`src/rtl/acc_seq_pkg.sv`:
```
package acc_seq_pkg;

  typedef enum logic [2:0] {
    ST_IDLE = 3'd0,
    ST_T1   = 3'd1,
    ST_T2   = 3'd2,
    ST_T3   = 3'd3,
    ST_T4   = 3'd4,
    ST_T5   = 3'd5
  } step_e;

  // bus source indices
  localparam int SRC_IRA = 0;
  localparam int SRC_MEM = 1;
  localparam int SRC_MBR = 2;
  localparam int SRC_AC  = 3;
  localparam int SRC_Z   = 4;
  localparam int NSRC    = 5;

  typedef struct packed {
    logic [NSRC-1:0] drv;
    logic            ld_mar;
    logic            ld_mbr;
    logic            ld_y;
    logic            ld_z;
    logic            ld_ac;
    logic            mem_rd;
    logic            done;
  } ctrl_t;

endpackage

```
`src/rtl/seq_rst_sync.sv`:
```
module seq_rst_sync (
  input  logic clk,
  input  logic rst_n,
  output logic rst_n_o
);
  logic [1:0] sync_q;

  always_ff @(posedge clk or negedge rst_n) begin
    if (!rst_n) sync_q <= 2'b00;
    else        sync_q <= {sync_q[0], 1'b1};
  end

  assign rst_n_o = sync_q[1];
endmodule

```
`src/rtl/seq_step_ctr.sv`:
```
module seq_step_ctr
  import acc_seq_pkg::*;
(
  input  logic  clk,
  input  logic  rst_n,
  input  logic  start_i,
  output step_e step_o,
  output logic  accept_o
);
  step_e step_q, step_d;

  assign accept_o = start_i && ((step_q == ST_IDLE) || (step_q == ST_T5));

  always_comb begin
    step_d = step_q;
    case (step_q)
      ST_IDLE: if (start_i) step_d = ST_T1;
      ST_T1:   step_d = ST_T2;
      ST_T2:   step_d = ST_T3;
      ST_T3:   step_d = ST_T4;
      ST_T4:   step_d = ST_T5;
      ST_T5:   step_d = start_i ? ST_T1 : ST_IDLE;
      default: step_d = ST_IDLE;
    endcase
  end

  always_ff @(posedge clk or negedge rst_n) begin
    if (!rst_n) step_q <= ST_IDLE;
    else        step_q <= step_d;
  end

  assign step_o = step_q;
endmodule

```
`src/rtl/seq_ctrl_decode.sv`:
```
module seq_ctrl_decode
  import acc_seq_pkg::*;
(
  input  step_e step_i,
  output ctrl_t ctl_o
);
  always_comb begin
    ctl_o = '0;
    case (step_i)
      ST_T1: begin
        ctl_o.drv[SRC_IRA] = 1'b1;
        ctl_o.ld_mar       = 1'b1;
      end
      ST_T2: begin
        ctl_o.drv[SRC_MEM] = 1'b1;
        ctl_o.mem_rd       = 1'b1;
        ctl_o.ld_mbr       = 1'b1;
      end
      ST_T3: begin
        ctl_o.drv[SRC_MBR] = 1'b1;
        ctl_o.ld_y         = 1'b1;
      end
      ST_T4: begin
        ctl_o.drv[SRC_AC]  = 1'b1;
        ctl_o.ld_z         = 1'b1;
      end
      ST_T5: begin
        ctl_o.drv[SRC_Z]   = 1'b1;
        ctl_o.ld_ac        = 1'b1;
        ctl_o.done         = 1'b1;
      end
      default: ctl_o = '0;
    endcase
  end
endmodule

```
`src/rtl/seq_bus_mux.sv`:
```
module seq_bus_mux #(
  parameter int W = 8,
  parameter int N = 5
) (
  input  logic [N-1:0][W-1:0] src_i,
  input  logic [N-1:0]        en_i,
  output logic [W-1:0]        bus_o
);
  logic [N:0][W-1:0] acc;

  assign acc[0] = '0;
  for (genvar i = 0; i < N; i++) begin : g_drv
    assign acc[i+1] = acc[i] | (src_i[i] & {W{en_i[i]}});
  end
  assign bus_o = acc[N];
endmodule

```
`src/rtl/seq_alu_add.sv`:
```
module seq_alu_add #(
  parameter int W = 8
) (
  input  logic [W-1:0] a_i,
  input  logic [W-1:0] b_i,
  output logic [W-1:0] sum_o,
  output logic         carry_o,
  output logic         zero_o
);
  logic [W:0] full;

  assign full    = {1'b0, a_i} + {1'b0, b_i};
  assign sum_o   = full[W-1:0];
  assign carry_o = full[W];
  assign zero_o  = (full[W-1:0] == '0);
endmodule

```
`src/rtl/acc_add_seq.sv`:
```
module acc_add_seq
  import acc_seq_pkg::*;
#(
  parameter int DATA_W = 8,
  parameter int ADDR_W = 8
) (
  input  logic              clk,
  input  logic              rst_n,
  input  logic              start_i,
  input  logic [ADDR_W-1:0] opaddr_i,
  output logic [ADDR_W-1:0] mem_addr_o,
  output logic              mem_rd_o,
  input  logic [DATA_W-1:0] mem_data_i,
  output logic              done_o,
  output logic [DATA_W-1:0] acc_o,
  output logic              carry_o,
  output logic              zero_o
);
  logic        rst_q_n;
  step_e       step;
  logic        accept;
  ctrl_t       ctl;
  logic [NSRC-1:0] drv_en;

  logic [ADDR_W-1:0] ira_q;
  logic [ADDR_W-1:0] mar_q;
  logic [DATA_W-1:0] mbr_q, y_q, z_q, ac_q;
  logic              zc_q, zz_q;

  logic [DATA_W-1:0] ira_ext;
  logic [DATA_W-1:0] bus;
  logic [NSRC-1:0][DATA_W-1:0] srcs;
  logic [DATA_W-1:0] alu_sum;
  logic              alu_c, alu_z;

  seq_rst_sync u_rst (.clk(clk), .rst_n(rst_n), .rst_n_o(rst_q_n));

  seq_step_ctr u_ctr (
    .clk(clk), .rst_n(rst_q_n), .start_i(start_i),
    .step_o(step), .accept_o(accept)
  );

  seq_ctrl_decode u_dec (.step_i(step), .ctl_o(ctl));
  assign drv_en = ctl.drv;

  always_comb begin
    ira_ext             = '0;
    ira_ext[ADDR_W-1:0] = ira_q;
  end

  always_comb begin
    srcs          = '0;
    srcs[SRC_IRA] = ira_ext;
    srcs[SRC_MEM] = mem_data_i;
    srcs[SRC_MBR] = mbr_q;
    srcs[SRC_AC]  = ac_q;
    srcs[SRC_Z]   = z_q;
  end

  seq_bus_mux #(.W(DATA_W), .N(NSRC)) u_bus (
    .src_i(srcs), .en_i(drv_en), .bus_o(bus)
  );

  // Y on one input, bus (carrying AC in step four) on the other
  seq_alu_add #(.W(DATA_W)) u_alu (
    .a_i(y_q), .b_i(bus), .sum_o(alu_sum), .carry_o(alu_c), .zero_o(alu_z)
  );

  always_ff @(posedge clk or negedge rst_q_n) begin
    if (!rst_q_n) ira_q <= '0;
    else if (accept) ira_q <= opaddr_i;
  end

  always_ff @(posedge clk or negedge rst_q_n) begin
    if (!rst_q_n) mar_q <= '0;
    else if (ctl.ld_mar) mar_q <= bus[ADDR_W-1:0];
  end

  always_ff @(posedge clk or negedge rst_q_n) begin
    if (!rst_q_n) mbr_q <= '0;
    else if (ctl.ld_mbr) mbr_q <= bus;
  end

  always_ff @(posedge clk or negedge rst_q_n) begin
    if (!rst_q_n) y_q <= '0;
    else if (ctl.ld_y) y_q <= bus;
  end

  always_ff @(posedge clk or negedge rst_q_n) begin
    if (!rst_q_n) begin
      z_q  <= '0;
      zc_q <= 1'b0;
      zz_q <= 1'b0;
    end else if (ctl.ld_z) begin
      z_q  <= alu_sum;
      zc_q <= alu_c;
      zz_q <= alu_z;
    end
  end

  always_ff @(posedge clk or negedge rst_q_n) begin
    if (!rst_q_n) ac_q <= '0;
    else if (ctl.ld_ac) ac_q <= bus;
  end

  assign mem_addr_o = mar_q;
  assign mem_rd_o   = ctl.mem_rd;
  assign done_o     = ctl.done;
  assign acc_o      = ac_q;
  assign carry_o    = zc_q;
  assign zero_o     = zz_q;
endmodule

```
`config.mk`:
```
export PLATFORM = sky130hd
export DESIGN_NAME = acc_add_seq
export DESIGN_NICKNAME = d
export VERILOG_FILES = /design/src/rtl/acc_seq_pkg.sv /design/src/rtl/seq_rst_sync.sv /design/src/rtl/seq_step_ctr.sv /design/src/rtl/seq_ctrl_decode.sv /design/src/rtl/seq_bus_mux.sv /design/src/rtl/seq_alu_add.sv /design/src/rtl/acc_add_seq.sv
export SDC_FILE = /design/constraint.sdc
export NUM_CORES = 1
export LEC_CHECK = 0
export BUFFER_PORTS_ARGS = -buffer_cell sky130_fd_sc_hd__buf_4
export CORE_AREA = 2 2 75 77
export DETAILED_ROUTE_END_ITERATION = 12
export DIE_AREA = 0 0 77 79
export GPL_ROUTABILITY_DRIVEN = 0
export PLACE_DENSITY = 0.77
export SYNTH_ARGS = -nofsm -noshare
export SYNTH_HDL_FRONTEND = slang
export SYNTH_HIERARCHICAL = 1
export SYNTH_SLANG_ARGS = --single-unit
```
`constraint.sdc`:
```
create_clock -name clk -period 2.5 [get_ports clk]
set_clock_uncertainty 0.1 [all_clocks]
set_input_delay 0.125 -clock clk [delete_from_list [all_inputs] [get_ports clk]]
set_output_delay 0.125 -clock clk [all_outputs]
set_load 0.05 [all_outputs]
```
# == Yosys cells after proc, flatten, opt, wreduce, memory -nomap -nowiden ==
# Cells that the tools add are included.
# word_totals
ff_bits,55
in_bits,19
out_inout_bits,20
wordCells,38
# classes
add_sub_neg,1
n_eq_ne,6
mux,8
bitwise,9
reduce_logical,4
# ops
cell,n
$and 8x8->8,5
$or 8x8->8,4
$pmux 3 s6,1
$add 8x8->9,1
$logic_not 8->1,1
$eq 3x2->1 const B,2
$eq 3x3->1 const B,2
$mux 1,5
$eq 3x1->1 const B,1
$logic_not 3->1,1
$mux 3,1
$mux 2,1
$ne 2x2->1 const B,1
$logic_and 1x1->1,1
$logic_or 1x1->1,1

# == Depth between registers and ports, before layout ==
# logic_depth
depth_word,9
depth_mapped,14
mapped_depth_nobuf,12

# == By module ==
# The synthesis kept the hierarchy.
# by_module_without_submodules
module,n_inst,cells_each,area_each_um2
acc_add_seq,1,106,2069.5
seq_alu_add,1,41,329.1
seq_bus_mux,1,28,186.4
seq_step_ctr,1,14,148.9
seq_ctrl_decode,1,12,95.1
seq_rst_sync,1,3,53.8

# == Worst setup path before layout ==
# No wires, ideal clock.
# synth_path
path_type,flip-flop to flip-flop
startpoint,"register u_ctr.step_q[0], in the netlist u_ctr/step_o[0]"
endpoint,"register zz_q, in the netlist zero_o"
t_arrival_ns,4.245
t_required_ns,2.334
path_slack_ns,-1.911
stages_incl_launch_ff,15
synth_period_minus_slack_ns,4.411
path_cell_list,dfrtp_1 -> nor3b_1 -> buf_4 -> clkbuf_1 -> a22oi_1 -> nand2_1 -> ha_1 -> inv_1 -> fa_1 -> nor2b_1 -> o31a_2 -> a21oi_1 -> or4b_1 -> nor3_2 -> mux2_4
# synth_between
elab_chain_len,9
elab_cells_between_ends,21
cone_classes,add/sub: 1; eq/ne: 5; mux: 5; bitwise: 9; reduce/logical: 1
# synth_lines
item,line,text
start: declaration,seq_step_ctr.sv:10,"step_e step_q, step_d;"
start signal: assignment,seq_step_ctr.sv:29,else step_q <= step_d;
$eq 3x2->1,-,
$mux 1,-,
named net mem_rd_o,acc_add_seq.sv:12,"output logic mem_rd_o,"
$and 8x8->8,seq_bus_mux.sv:13,assign acc[i+1] = acc[i] | (src_i[i] & {W{en_i[i]}});
$or 8x8->8 (4 in a row),seq_bus_mux.sv:13,
named net bus[0],acc_add_seq.sv:31,logic [DATA_W-1:0] bus;
$add 8x8->9,seq_alu_add.sv:12,"assign full = {1'b0, a_i} + {1'b0, b_i};"
named net alu_sum[4],acc_add_seq.sv:33,logic [DATA_W-1:0] alu_sum;
$logic_not 8->1,seq_alu_add.sv:15,assign zero_o = (full[W-1:0] == '0);
named net alu_z,acc_add_seq.sv:34,"logic alu_c, alu_z;"
end signal: assignment,acc_add_seq.sv:97,zz_q <= alu_z;
end: declaration,acc_add_seq.sv:28,"logic zc_q, zz_q;"
# The timed path passes the listed nets, and every way through them passes these cells.
# A chain may end at the register's enable or synchronous reset.

==> results.md <==
- Largest family of logic cells by synthesized area: multiplexers
- WL/cell: 20.4 um
- Clock tree root buffer cell: sky130_fd_sc_hd__clkbuf_8
- Clock Sinks: 55
- Kind of capture point of the worst setup path: flop
- Pin count of the biggest net entering global routing: 38
- Average vias per placed instance: 5.67
- First-pass iteration count of the detailed router: 5
- Half-perimeter wire length after detailed placement: 4.65 mm
- Final critical-path share of the clock period: 127%
- Static power due to leakage: 2.00 nW
- CP Data Arrival Time: 3.28 ns
- Post-synthesis share of cell area spent on and, or, nand and nor gates: 5.16%
- 1st-iter DRT viols: 289
- Via Count: 2,144
- Achievable Freq: 0.315 GHz
- Core Region: 5340 um2
- Leading cell types in the layout, fill and taps excluded: 96 x sky130_fd_sc_hd__buf_4, 51 x sky130_fd_sc_hd__dfrtp_1, 50 x sky130_fd_sc_hd__mux2_4, 9 x sky130_fd_sc_hd__dlygate4sd3_1
- Proportion of layout cells with a drive suffix above 1: 63.1%
- H-tree depth: 2
- First-pass GRT wire length: 11.7 mm
- Count of antenna-violating nets left after detailed routing: 0
- CP peak stage delay: 0.45 ns
- Number of nets in the synthesized netlist: 232
- Syn. warnings: 6
- Final worst-path setup slack: -0.675 ns
- Setup repair after global routing missed its margin: yes
- Power per standard cell area: 1540 nW/um2
- Final-report max-slew violation count: 0
- DIE WIDTH: 77 um
- Post-synthesis area per instance: 14.1 um2
- Ports placed on the boundary: 39
- Sort of element at the start of the critical path: flop
- Maximum fanout along the worst path: 6
- Cell type of the slowest stage on the worst timing path: sky130_fd_sc_hd__a222oi_1
- Standard-cell rows: 27
- DP Cell Count: 347
- Post-Syn Area: 2880 um2
- Number of fill cells: 324
- Full die area: 6080 um2
- Unique cell type count in the Yosys netlist: 36
- Antenna diodes: 0
- Hold Fails Final Rpt: 0
- Area added between synthesis and finish: 39.2%
- # port buffers: 38
- Share of synthesized area occupied by flip-flops and latches: 47.7%
- Cell chain of the critical path: nor3b_2 > buf_4 > a222oi_1 > nand2_1 > ha_4 > nor2b_4 > o31a_2 > o31a_1 > o21ai_1 > nand2b_1 > mux2_4
- Final routed wirelength across all metal layers: 7.73 mm
- Final setup violation count: 8
- Failing checks: setup timing
- Maximum VDD drop: 0.679 mV
- Die Y-Extent: 79 um
- Register bit count reported by yosys: 55
- Cell count after synthesis: 204
- Adder and majority gate portion of the synthesized area: 4.17%
- XOR/XNOR share of the synthesized area: 1.82%
- Via count of the first global-routing pass: 2,191
- Number of buffers created by CTS: 5
- Synthesized-area fraction occupied by ao, oa, aoi and oai cells: 9.55%
- CP Class: flop to flop
- Clock transition time at the flip-flop clock pins of the worst setup and hold paths: 0.10 ns
- Proportion of synthesized area in mux cells: 26.0%
- Final Power: 6.19 mW
- Max capacitance violation total: 0
- Required arrival time at the worst endpoint: 2.60 ns
- Core occupancy in the finished layout: 75.2%
- Antenna violations before repair: 0
- Non-filler cells, final: 378
- Starting density of the core: 54.0%
- Number of buffers on the longest clock path: 2
- Global Route Usage Sum: 25.1%
- Remaining DRCs: 0
- Number of nets in the final layout: 333
- Period minus WS final: 3.17 ns
- Most common cell after layout, fill and taps aside: sky130_fd_sc_hd__buf_4
- CTS tree: done
- Kind of cell adding the most delay to the critical path: compound AO/OA/AOI/OAI gates
- Worst-skew pair later-pin latency: 0.31 ns
- Class of the tightest hold or removal check: primary input to asynchronous set/reset pin
- Aggregate global routing overflow: 0
- Worst path buffer plus inverter count: 1
- Run status: finished, violations left
==> sequential cells by signal, summed over array words and instances (netlist names) <==
name          flops
mem_addr_o        8
carry_o           1
zero_o            1
ira_ext           8
u_ctr/step_o      3
y_q               8
u_rst/sync_q      2
z_q               8
acc_o             8
mbr_q             8
==> what timing repair did <==
item                       in CTS  in global routing
resized for setup              12                 11
buffers inserted                9                  5
pin swaps                      14                 13
hold endpoints to repair       10                  0
setup endpoints to repair       7                  9
hold buffers                    9                  0
==> synthesized netlist by cell type <==
| cell | count | area (um2) |
|---|---|---|
| sky130_fd_sc_hd__o22ai_1 | 2 | 12.5 |
| sky130_fd_sc_hd__a21oi_1 | 4 | 20.0 |
| sky130_fd_sc_hd__a222oi_1 | 8 | 80.1 |
| sky130_fd_sc_hd__or2_2 | 1 | 6.26 |
| sky130_fd_sc_hd__a22oi_1 | 8 | 60.1 |
| sky130_fd_sc_hd__o21ai_1 | 1 | 5.00 |
| sky130_fd_sc_hd__fa_1 | 1 | 20.0 |
| sky130_fd_sc_hd__conb_1 | 1 | 3.75 |
| sky130_fd_sc_hd__nand2b_1 | 2 | 12.5 |
| sky130_fd_sc_hd__nor2_1 | 3 | 11.3 |
| sky130_fd_sc_hd__nand2_1 | 10 | 37.5 |
| sky130_fd_sc_hd__clkbuf_1 | 3 | 11.3 |
| sky130_fd_sc_hd__buf_4 | 7 | 52.6 |
| sky130_fd_sc_hd__o31a_1 | 1 | 8.76 |
| sky130_fd_sc_hd__inv_1 | 5 | 18.8 |
| sky130_fd_sc_hd__xnor2_1 | 4 | 35.0 |
| sky130_fd_sc_hd__or4b_1 | 1 | 10.0 |
| sky130_fd_sc_hd__xor2_1 | 2 | 17.5 |
| sky130_fd_sc_hd__nor2b_1 | 1 | 6.26 |
| sky130_fd_sc_hd__nor3b_1 | 4 | 30.0 |
| sky130_fd_sc_hd__mux2_4 | 50 | 751 |
| sky130_fd_sc_hd__o21a_1 | 2 | 15.0 |
| sky130_fd_sc_hd__o21ba_1 | 1 | 10.0 |
| sky130_fd_sc_hd__dfrtp_1 | 55 | 1380 |
| sky130_fd_sc_hd__clkbuf_2 | 1 | 5.00 |
| sky130_fd_sc_hd__o31a_2 | 1 | 10.0 |
| sky130_fd_sc_hd__o21ai_0 | 3 | 15.0 |
| sky130_fd_sc_hd__a21o_1 | 1 | 7.51 |
| sky130_fd_sc_hd__ha_1 | 8 | 100 |
| sky130_fd_sc_hd__a211oi_2 | 1 | 12.5 |
| sky130_fd_sc_hd__and3b_2 | 2 | 20.0 |
| sky130_fd_sc_hd__o211ai_1 | 1 | 7.51 |
| sky130_fd_sc_hd__o221a_1 | 1 | 11.3 |
| sky130_fd_sc_hd__nor3_2 | 1 | 10.0 |
| sky130_fd_sc_hd__buf_6 | 6 | 67.6 |
| sky130_fd_sc_hd__nor3_1 | 1 | 5.00 |
==> metrics by stage <==
| stage | hold WS (ns) | TNS (ns) | setup slack [ns] | instance area (um2) |
|---|---|---|---|---|
| final | 0.0120 | -3.65 | -0.675 | 4010 |
| after global routing | 0.0231 | -4.14 | -0.738 | 4010 |
| after CTS | 0.00746 | -2.35 | -0.518 | 3940 |
| after detailed placement | -0.192 | -2.24 | -0.586 | 3580 |
| after global placement | -0.192 | -1.70 | -0.489 | 3580 |
| after floorplan | -0.271 | -3.69 | -0.863 | 2980 |
==> routing by layer <==
| layer | vias up | routed length, um | GRT usage [%] |
|---|---|---|---|
| met5 | - | 0 | 0 |
| met4 | 0 | 204 | 7.32 |
| met3 | 15 | 437 | 4.66 |
| met2 | 96 | 3800 | 42.6 |
| met1 | 1093 | 3290 | 33.1 |
| li1 | 940 | - | - |
==> where the power goes <==
group | switching [mW] | internal (mW) | total, mW
clock network | 0.285 | 0.400 | 0.685
logic | 1.86 | 2.12 | 3.98
registers | 0.291 | 1.24 | 1.53
total | 2.43 | 3.76 | 6.19
==> logic make-up after synthesis <==
kind of cell | count (synthesis)
compound gates | 35
xor+xnor | 6
fa+ha+maj | 9
buf+inv | 22
flops | 55
mux | 50
other cells | 1
simple gates | 26
==> worst paths after layout <==
check / depth (start not counted) / slack, ns / startpoint / to
worst max-delay path: 11 / -0.67 / u_ctr/step_o[2]$_DFFE_PN0P_ / carry_o$_DFFE_PN0P_
worst min-delay path: 2 / 0.01 / rst_n / u_rst/sync_q[1]$_DFF_PN0_
worst max register to register: 11 / -0.67 / u_ctr/step_o[2]$_DFFE_PN0P_ / carry_o$_DFFE_PN0P_
worst min register to register: 0 / 0.09 / u_rst/sync_q[1]$_DFF_PN0_ / mem_addr_o[5]$_DFFE_PN0P_
max in group asynchronous: 1 / 1.40 / u_rst/sync_q[1]$_DFF_PN0_ / z_q[1]$_DFFE_PN0P_
min in group clk: 2 / 0.06 / start_i / u_ctr/step_o[0]$_DFFE_PN0P_
==> final cells by class <==
| cell class | count | area (um2) | share of cell area (%) |
|---|---|---|---|
| Multi-Input combinational cell | 127 | 1510 | 37.7 |
| Tap cell | 72 | 90.1 | 2.24 |
| Sequential cell | 55 | 1380 | 34.4 |
| Clock inverter | 2 | 60.1 | 1.50 |
| Timing Repair Buffer | 111 | 878 | 21.9 |
| Inverter | 5 | 18.8 | 0.468 |
| Clock buffer | 6 | 72.6 | 1.81 |
Note: power is estimated with default switching activity, not from simulation.
